--- src/rtl/csma_tx.sv ---
module csma_tx #(
  parameter int          JAM_BYTES   = 4,
  parameter logic [7:0]  JAM_PATTERN = 8'hAA,
  parameter int          SLOT_BITS   = 64,
  parameter int          MAX_TRIES   = 16,
  parameter logic [7:0]  LFSR_SEED   = 8'h5A
) (
  input  logic                             clk,
  input  logic                             rst_n,
  input  logic                             start,
  input  logic [7:0]                       stn_addr,
  input  logic [7:0]                       dst_addr,
  input  logic [7:0]                       pay_len,
  output logic [7:0]                       buf_addr,
  input  logic [7:0]                       buf_data,
  input  logic                             carrier,
  input  logic                             line_in,
  output logic                             tx_bit,
  output logic                             tx_en,
  output logic                             busy,
  output logic                             done,
  output logic                             abort,
  output logic [$clog2(MAX_TRIES+1)-1:0]   retries
);
  localparam int RW       = $clog2(MAX_TRIES + 1);
  localparam int JAM_BITS = JAM_BYTES * 8;
  localparam int JW       = $clog2(JAM_BITS);
  localparam int BOW      = $clog2(255 * SLOT_BITS + 1);

  typedef enum logic [2:0] {S_IDLE, S_DEFER, S_SEND, S_JAM, S_WAIT} st_t;

  st_t            st;
  logic [7:0]     hdr_dst, hdr_src, hdr_len, crc, lfsr, cur_byte, mask, slots;
  logic [8:0]     byte_cnt;
  logic [2:0]     bit_cnt;
  logic [JW-1:0]  jam_cnt;
  logic [BOW-1:0] wait_cnt;
  logic [RW-1:0]  next_try;
  logic           last_byte, clash;

  function automatic logic [7:0] crc_step(input logic [7:0] c, input logic [7:0] d);
    logic [7:0] r;
    r = c ^ d;
    for (int i = 0; i < 8; i++)
      r = r[7] ? ({r[6:0], 1'b0} ^ 8'h07) : {r[6:0], 1'b0};
    return r;
  endfunction

  assign last_byte = (byte_cnt == ({1'b0, hdr_len} + 9'd3));
  assign buf_addr  = byte_cnt[7:0] - 8'd3;
  assign busy      = (st != S_IDLE);
  assign tx_en     = (st == S_SEND) || (st == S_JAM);
  assign next_try  = retries + RW'(1);

  always_comb begin
    if (byte_cnt == 9'd0)      cur_byte = hdr_dst;
    else if (byte_cnt == 9'd1) cur_byte = hdr_src;
    else if (byte_cnt == 9'd2) cur_byte = hdr_len;
    else if (last_byte)        cur_byte = crc;
    else                       cur_byte = buf_data;
  end

  always_comb begin
    for (int i = 0; i < 8; i++) mask[i] = (int'(next_try) > i);
    slots = lfsr & mask;
  end

  assign tx_bit = (st == S_SEND) ? cur_byte[bit_cnt] :
                  (st == S_JAM)  ? JAM_PATTERN[jam_cnt[2:0]] : 1'b0;
  assign clash  = (st == S_SEND) && (line_in != tx_bit);

  always_ff @(posedge clk or negedge rst_n) begin
    if (!rst_n) begin
      st       <= S_IDLE;
      hdr_dst  <= '0;
      hdr_src  <= '0;
      hdr_len  <= '0;
      crc      <= '0;
      byte_cnt <= '0;
      bit_cnt  <= '0;
      jam_cnt  <= '0;
      wait_cnt <= '0;
      retries  <= '0;
      done     <= 1'b0;
      abort    <= 1'b0;
      lfsr     <= LFSR_SEED;
    end else begin
      lfsr  <= {lfsr[6:0], lfsr[7] ^ lfsr[5] ^ lfsr[4] ^ lfsr[3]};
      done  <= 1'b0;
      abort <= 1'b0;
      case (st)
        S_IDLE: if (start) begin
          hdr_dst <= dst_addr;
          hdr_src <= stn_addr;
          hdr_len <= pay_len;
          retries <= '0;
          st      <= S_DEFER;
        end
        S_DEFER: if (!carrier) begin
          st       <= S_SEND;
          byte_cnt <= '0;
          bit_cnt  <= '0;
          crc      <= '0;
        end
        S_SEND: if (clash) begin
          st      <= S_JAM;
          jam_cnt <= '0;
        end else begin
          bit_cnt <= bit_cnt + 3'd1;
          if (bit_cnt == 3'd7) begin
            if (last_byte) begin
              st      <= S_IDLE;
              done    <= 1'b1;
              retries <= '0;
            end else begin
              crc      <= crc_step(crc, cur_byte);
              byte_cnt <= byte_cnt + 9'd1;
            end
          end
        end
        S_JAM: if (jam_cnt == JW'(JAM_BITS - 1)) begin
          retries <= next_try;
          if (next_try == RW'(MAX_TRIES)) begin
            abort <= 1'b1;
            st    <= S_IDLE;
          end else begin
            wait_cnt <= BOW'(slots) * BOW'(SLOT_BITS);
            st       <= S_WAIT;
          end
        end else begin
          jam_cnt <= jam_cnt + JW'(1);
        end
        S_WAIT: if (wait_cnt == '0) st <= S_DEFER;
                else wait_cnt <= wait_cnt - BOW'(1);
        default: st <= S_IDLE;
      endcase
    end
  end

  p_defer_holds_r3: assert property (@(posedge clk) disable iff (!rst_n)
    (st == S_DEFER && carrier) |=> !tx_en);

  p_restart_head_r9: assert property (@(posedge clk) disable iff (!rst_n)
    (st == S_DEFER && !carrier) |=> (st == S_SEND && byte_cnt == 9'd0 && bit_cnt == 3'd0 && crc == 8'd0));

  p_clash_to_jam_r7: assert property (@(posedge clk) disable iff (!rst_n)
    clash |=> (st == S_JAM && jam_cnt == '0));

  p_done_clean_r10: assert property (@(posedge clk) disable iff (!rst_n)
    done |-> (retries == '0 && !busy));

  p_one_outcome_r10: assert property (@(posedge clk) disable iff (!rst_n)
    !(done && abort));

  p_abort_limit_r11: assert property (@(posedge clk) disable iff (!rst_n)
    abort |-> (retries == RW'(MAX_TRIES) && !busy));

  p_retry_bound_r11: assert property (@(posedge clk) disable iff (!rst_n)
    retries <= RW'(MAX_TRIES));
endmodule

--- config.mk ---
export PLATFORM = sky130hd
export DESIGN_NAME = csma_tx
export DESIGN_NICKNAME = d
export VERILOG_FILES = /design/src/rtl/csma_tx.sv
export SDC_FILE = /design/constraint.sdc
export NUM_CORES = 1
export LEC_CHECK = 0
export BUFFER_PORTS_ARGS = -buffer_cell sky130_fd_sc_hd__buf_4
export CAP_MARGIN = 20
export CELL_PAD_IN_SITES_DETAIL_PLACEMENT = 1
export CELL_PAD_IN_SITES_GLOBAL_PLACEMENT = 2
export CORE_ASPECT_RATIO = 2
export CORE_MARGIN = 4
export CORE_UTILIZATION = 33
export CTS_CLUSTER_SIZE = 8
export DETAILED_ROUTE_END_ITERATION = 16
export PLACE_DENSITY = 0.82
export SYNTH_ARGS = -nofsm -noshare
export SYNTH_HDL_FRONTEND = slang
export SYNTH_SLANG_ARGS = --single-unit
export TNS_END_PERCENT = 5
--- constraint.sdc ---
create_clock -name clk -period 3.85 [get_ports clk]
set_input_delay 0.77 -clock clk [delete_from_list [all_inputs] [get_ports clk]]
set_output_delay 0.77 -clock clk [all_outputs]
set_load 0.01 [all_outputs]
==> results by group <==
Outcome
  – Outcome: complete, but fails checks
  – Violated checks: negative setup slack

Place
  – GP Congestion: slightly below 0.9
  – HPWL Detailed: 14670 um
  – Port Buf Inserts: 54

Synthesis
  – Avg Inst Size Synth: about 8.8 um2
  – Main synth FF type: dfrtp_1
  – Count leader, synth: dfrtp_1
  – Post-synthesis cell count: approximately 640
  – Syn nets: 689
  – Area of the mapped netlist: ~0.0056 mm2
  – Post-synth EDFFs: 0
  – Largest area contributor in the netlist: dfrtp_1
  – Top post-synthesis cells by count: dfrtp_1, nor2_1, o21ai_0, nand2_1, a21oi_1
  – Synth top area share: between 30% and 40%
  – Synth warn: 0
  – Post-synthesis cell type count: 70
  – Synth top area cells: dfrtp_1, mux2_2, o21ai_0, nor2_1, a21oi_1
  – Post-synthesis sequential area ratio: 36.37%
  – Async set or reset register ratio after synthesis: between 90% and 100%
  – Register bit total from synthesis: between 80 and 90

GRT
  – Global route overflow: 0
  – Vias in the first global route: 5770
  – Largest net degree at the start of global routing: 67
  – Initial antenna violation count: 0
  – GRT Util Overall: 19.81%
  – First-pass GRT wire length: slightly below 30000 um

Routing
  – Drt total wl: between 15000 and 20000 um
  – Vias post-DR: about 5200
  – Vias per std cell: between 5 and 6
  – Remaining antenna violation count: 0
  – Routed length per placed instance: 20.05 um
  – # DRC: 0
  – DR pass1 iterations: 4
  – DR iter-0 viols: between 150 and 200

STA
  – Worst-margin pin slew: between 0.9 and 1 ns
  – Fmax: between 200 and 300 MHz
  – Final setup vio count: 1
  – Post-route setup slack: -0.1253 ns
  – Final cycle utilization of the critical path: 103.3%
  – Max-slew violations: 0
  – Final Hold Fails: 0
  – Post-route minimum period: between 3 and 4 ns
  – Unrepaired setup endpoints after global routing: yes
  – Fin Hold WS: approximately 0.38 ns
  – Worst slew margin: 39.75%
  – Fin Clk Skew: 0.008879 ns
  – Setup TNS: -0.1253 ns

Finish
  – Fill cells: just under 2000
  – Layout cells sized above 1: a little over a quarter
  – Fin nets: about 770
  – Area Growth Syn to Fin: 24.01%
  – # diodes: 0

Die
  – Die width: roughly 100 um
  – Die height: about 190 um
  – I/O pin count: between 50 and 60
  – Core area: approximately 0.017 mm2
  – # rows: 67
  – Initial Util: approximately 33%
  – Die Footprint: 0.01920 mm2

Setup path
  – Critical path type: register to output port
  – Worst R2R End: crc[0]$_DFFE_PN0P_
  – Reg-to-reg startpoint: byte_cnt[0]$_DFFE_PN0P_
  – Crit. End Element: output port
  – Required @ worst endpoint: approximately 3.1 ns
  – FF-to-FF setup slack: ~0.26 ns
  – Worst EP arrival: approximately 3.2 ns
  – Worst Setup Start Kind: register
  – Crit path max fanout: 4
  – R2R depth: 13

Clocking
  – CTS HTree Levels: 3
  – Clock Tree Root: clkbuf_16
  – Max clock buf depth: 2
  – Clock transition at path regs: approximately 0.06 ns
  – Sink Count: between 80 and 90
  – Clk Latency, worst-skew pair: around 0.34 ns
  – TritonCTS Buffers: 9
  – CTS tree: built

Hold path
  – Hold WC Path Type: register to register
  – Hold_sp: lfsr[2]$_DFF_PN0_
  – WHS Endpoint: lfsr[3]$_DFF_PN1_
  – Worst hold stages: 0

Job
  – Max_cap viols: 0

Pwr
  – Power Dens Cells: slightly above 700 mW/mm2
  – VDD IR-drop max: 0.0004008 V
  – Pleak: around 3 nW
==> registers in the layout, summed over array words and instances (netlist names) <==
| register | cells |
|---|---|
| done | 1 |
| abort | 1 |
| hdr_dst | 8 |
| hdr_len | 8 |
| lfsr | 8 |
| byte_cnt | 9 |
| bit_cnt | 3 |
| crc | 8 |
| retries | 5 |
| wait_cnt | 14 |
| hdr_src | 8 |
| jam_cnt | 5 |
| st | 3 |
==> cell families after synthesis <==
kind of cell / count (synthesis) / share of synthesized area [%]
AO/OA/AOI/OAI: 179 / 21.81
XOR/XNOR: 38 / 6.697
adder cells (fa/ha/maj): 15 / 3.359
buffers and inverters: 68 / 5.084
flip-flops: 81 / 36.37
multiplexers: 37 / 7.256
AND/OR/NAND/NOR: 219 / 19.42
==> per-layer routing <==
layer	GRT usage (%)	vias to the layer above	share of wire (%)
met5	0	-	0
met4	9.912	0	4.5
met3	2.399	45	1.9
met2	40.56	85	59
met1	18.35	2597	34
li1	-	2443	-
==> final cells by class <==
| class | instances | area (um2) | area share (%) |
|---|---|---|---|
| multi-input combinational | 488 | 3420 | 49.36 |
| tap | 207 | 259.0 | 3.738 |
| sequential | 81 | 2032 | 29.33 |
| timing repair buffer | 106 | 809.5 | 11.69 |
| clock buffer | 9 | 225.2 | 3.251 |
| inverter | 30 | 112.6 | 1.625 |
| clock inverter | 7 | 70.07 | 1.011 |
==> stage by stage <==
step	utilization (%)	instances	instance area, um2	power (mW)	worst slack (ns)
global route	41.53	928	6928	5.332	-0.3030
CTS	41.36	926	6899	5.021	-0.1631
floorplan	-	637	5592	3.089	0.003584
global placement	38.59	905	6437	3.906	0.09174
finish	41.53	928	6928	4.995	-0.1253
detailed placement	38.59	905	6437	3.994	0.001079
==> where the power goes <==
| group | total (mW) | internal, mW | switching (mW) |
|---|---|---|---|
| clock network | 0.876 | 0.503 | 0.373 |
| registers | 1.28 | 1.06 | 0.221 |
| logic | 2.84 | 1.27 | 1.57 |
| total | 4.99 | 2.83 | 2.16 |
==> worst max-delay path by stage <==
| stage | to | slack [ns] | start | cells past startpoint |
|---|---|---|---|---|
| after global routing | tx_bit | -0.30 | hdr_len[1]$_DFFE_PN0P_ | 13 |
| after detailed placement | tx_bit | 0.001 | hdr_len[0]$_DFFE_PN0P_ | 13 |
| after global placement | tx_bit | 0.09 | byte_cnt[0]$_DFFE_PN0P_ | 12 |
| after CTS | tx_bit | -0.16 | hdr_len[1]$_DFFE_PN0P_ | 14 |
| after floorplan | tx_bit | 0.004 | hdr_len[1]$_DFFE_PN0P_ | 13 |
| final | tx_bit | -0.13 | byte_cnt[8]$_DFFE_PN0P_ | 10 |
==> worst max-delay path, stage by stage (launching register included) <==
cell      delay (ns)
dfrtp_1         0.41
or4_4           0.56
or2_4           0.28
a211o_1         0.31
and3_1          0.20
a32o_2          0.28
o32ai_4         0.26
o211ai_4        0.13
mux2i_1         0.20
nor3_2          0.08
buf_4           0.15
==> cells in the final DEF, fill, tap and decap left out, types with 3 or more instances in the layout <==
cell type / count
nand4_1: 9
buf_4: 103
nor2b_1: 5
mux2_2: 24
a211oi_2: 6
clkbuf_16: 9
nor4_1: 3
xnor2_1: 23
a211o_1: 6
nand2b_1: 10
and2_1: 7
and3_1: 11
clkinv_2: 3
a22o_1: 3
nand2_1: 48
o21ai_0: 48
o211ai_1: 5
mux2i_1: 12
o31ai_1: 7
dfrtp_1: 77
a21oi_1: 41
o22ai_1: 8
or2_2: 6
xor2_1: 12
nor3_1: 17
ha_1: 12
nand3b_1: 4
dfstp_2: 4
nand3_1: 12
a31oi_1: 7
inv_1: 30
nor4_2: 3
nor2_1: 61
a211oi_1: 7
or3_1: 11
==> repair_timing <==
item	CTS	global route
endpoints found under the setup margin	5	1
hold buffers	0	0
setup buffers	5	0
gates resized for setup	29	3
pin swaps	5	2
Power figures use the tool's default switching activity.
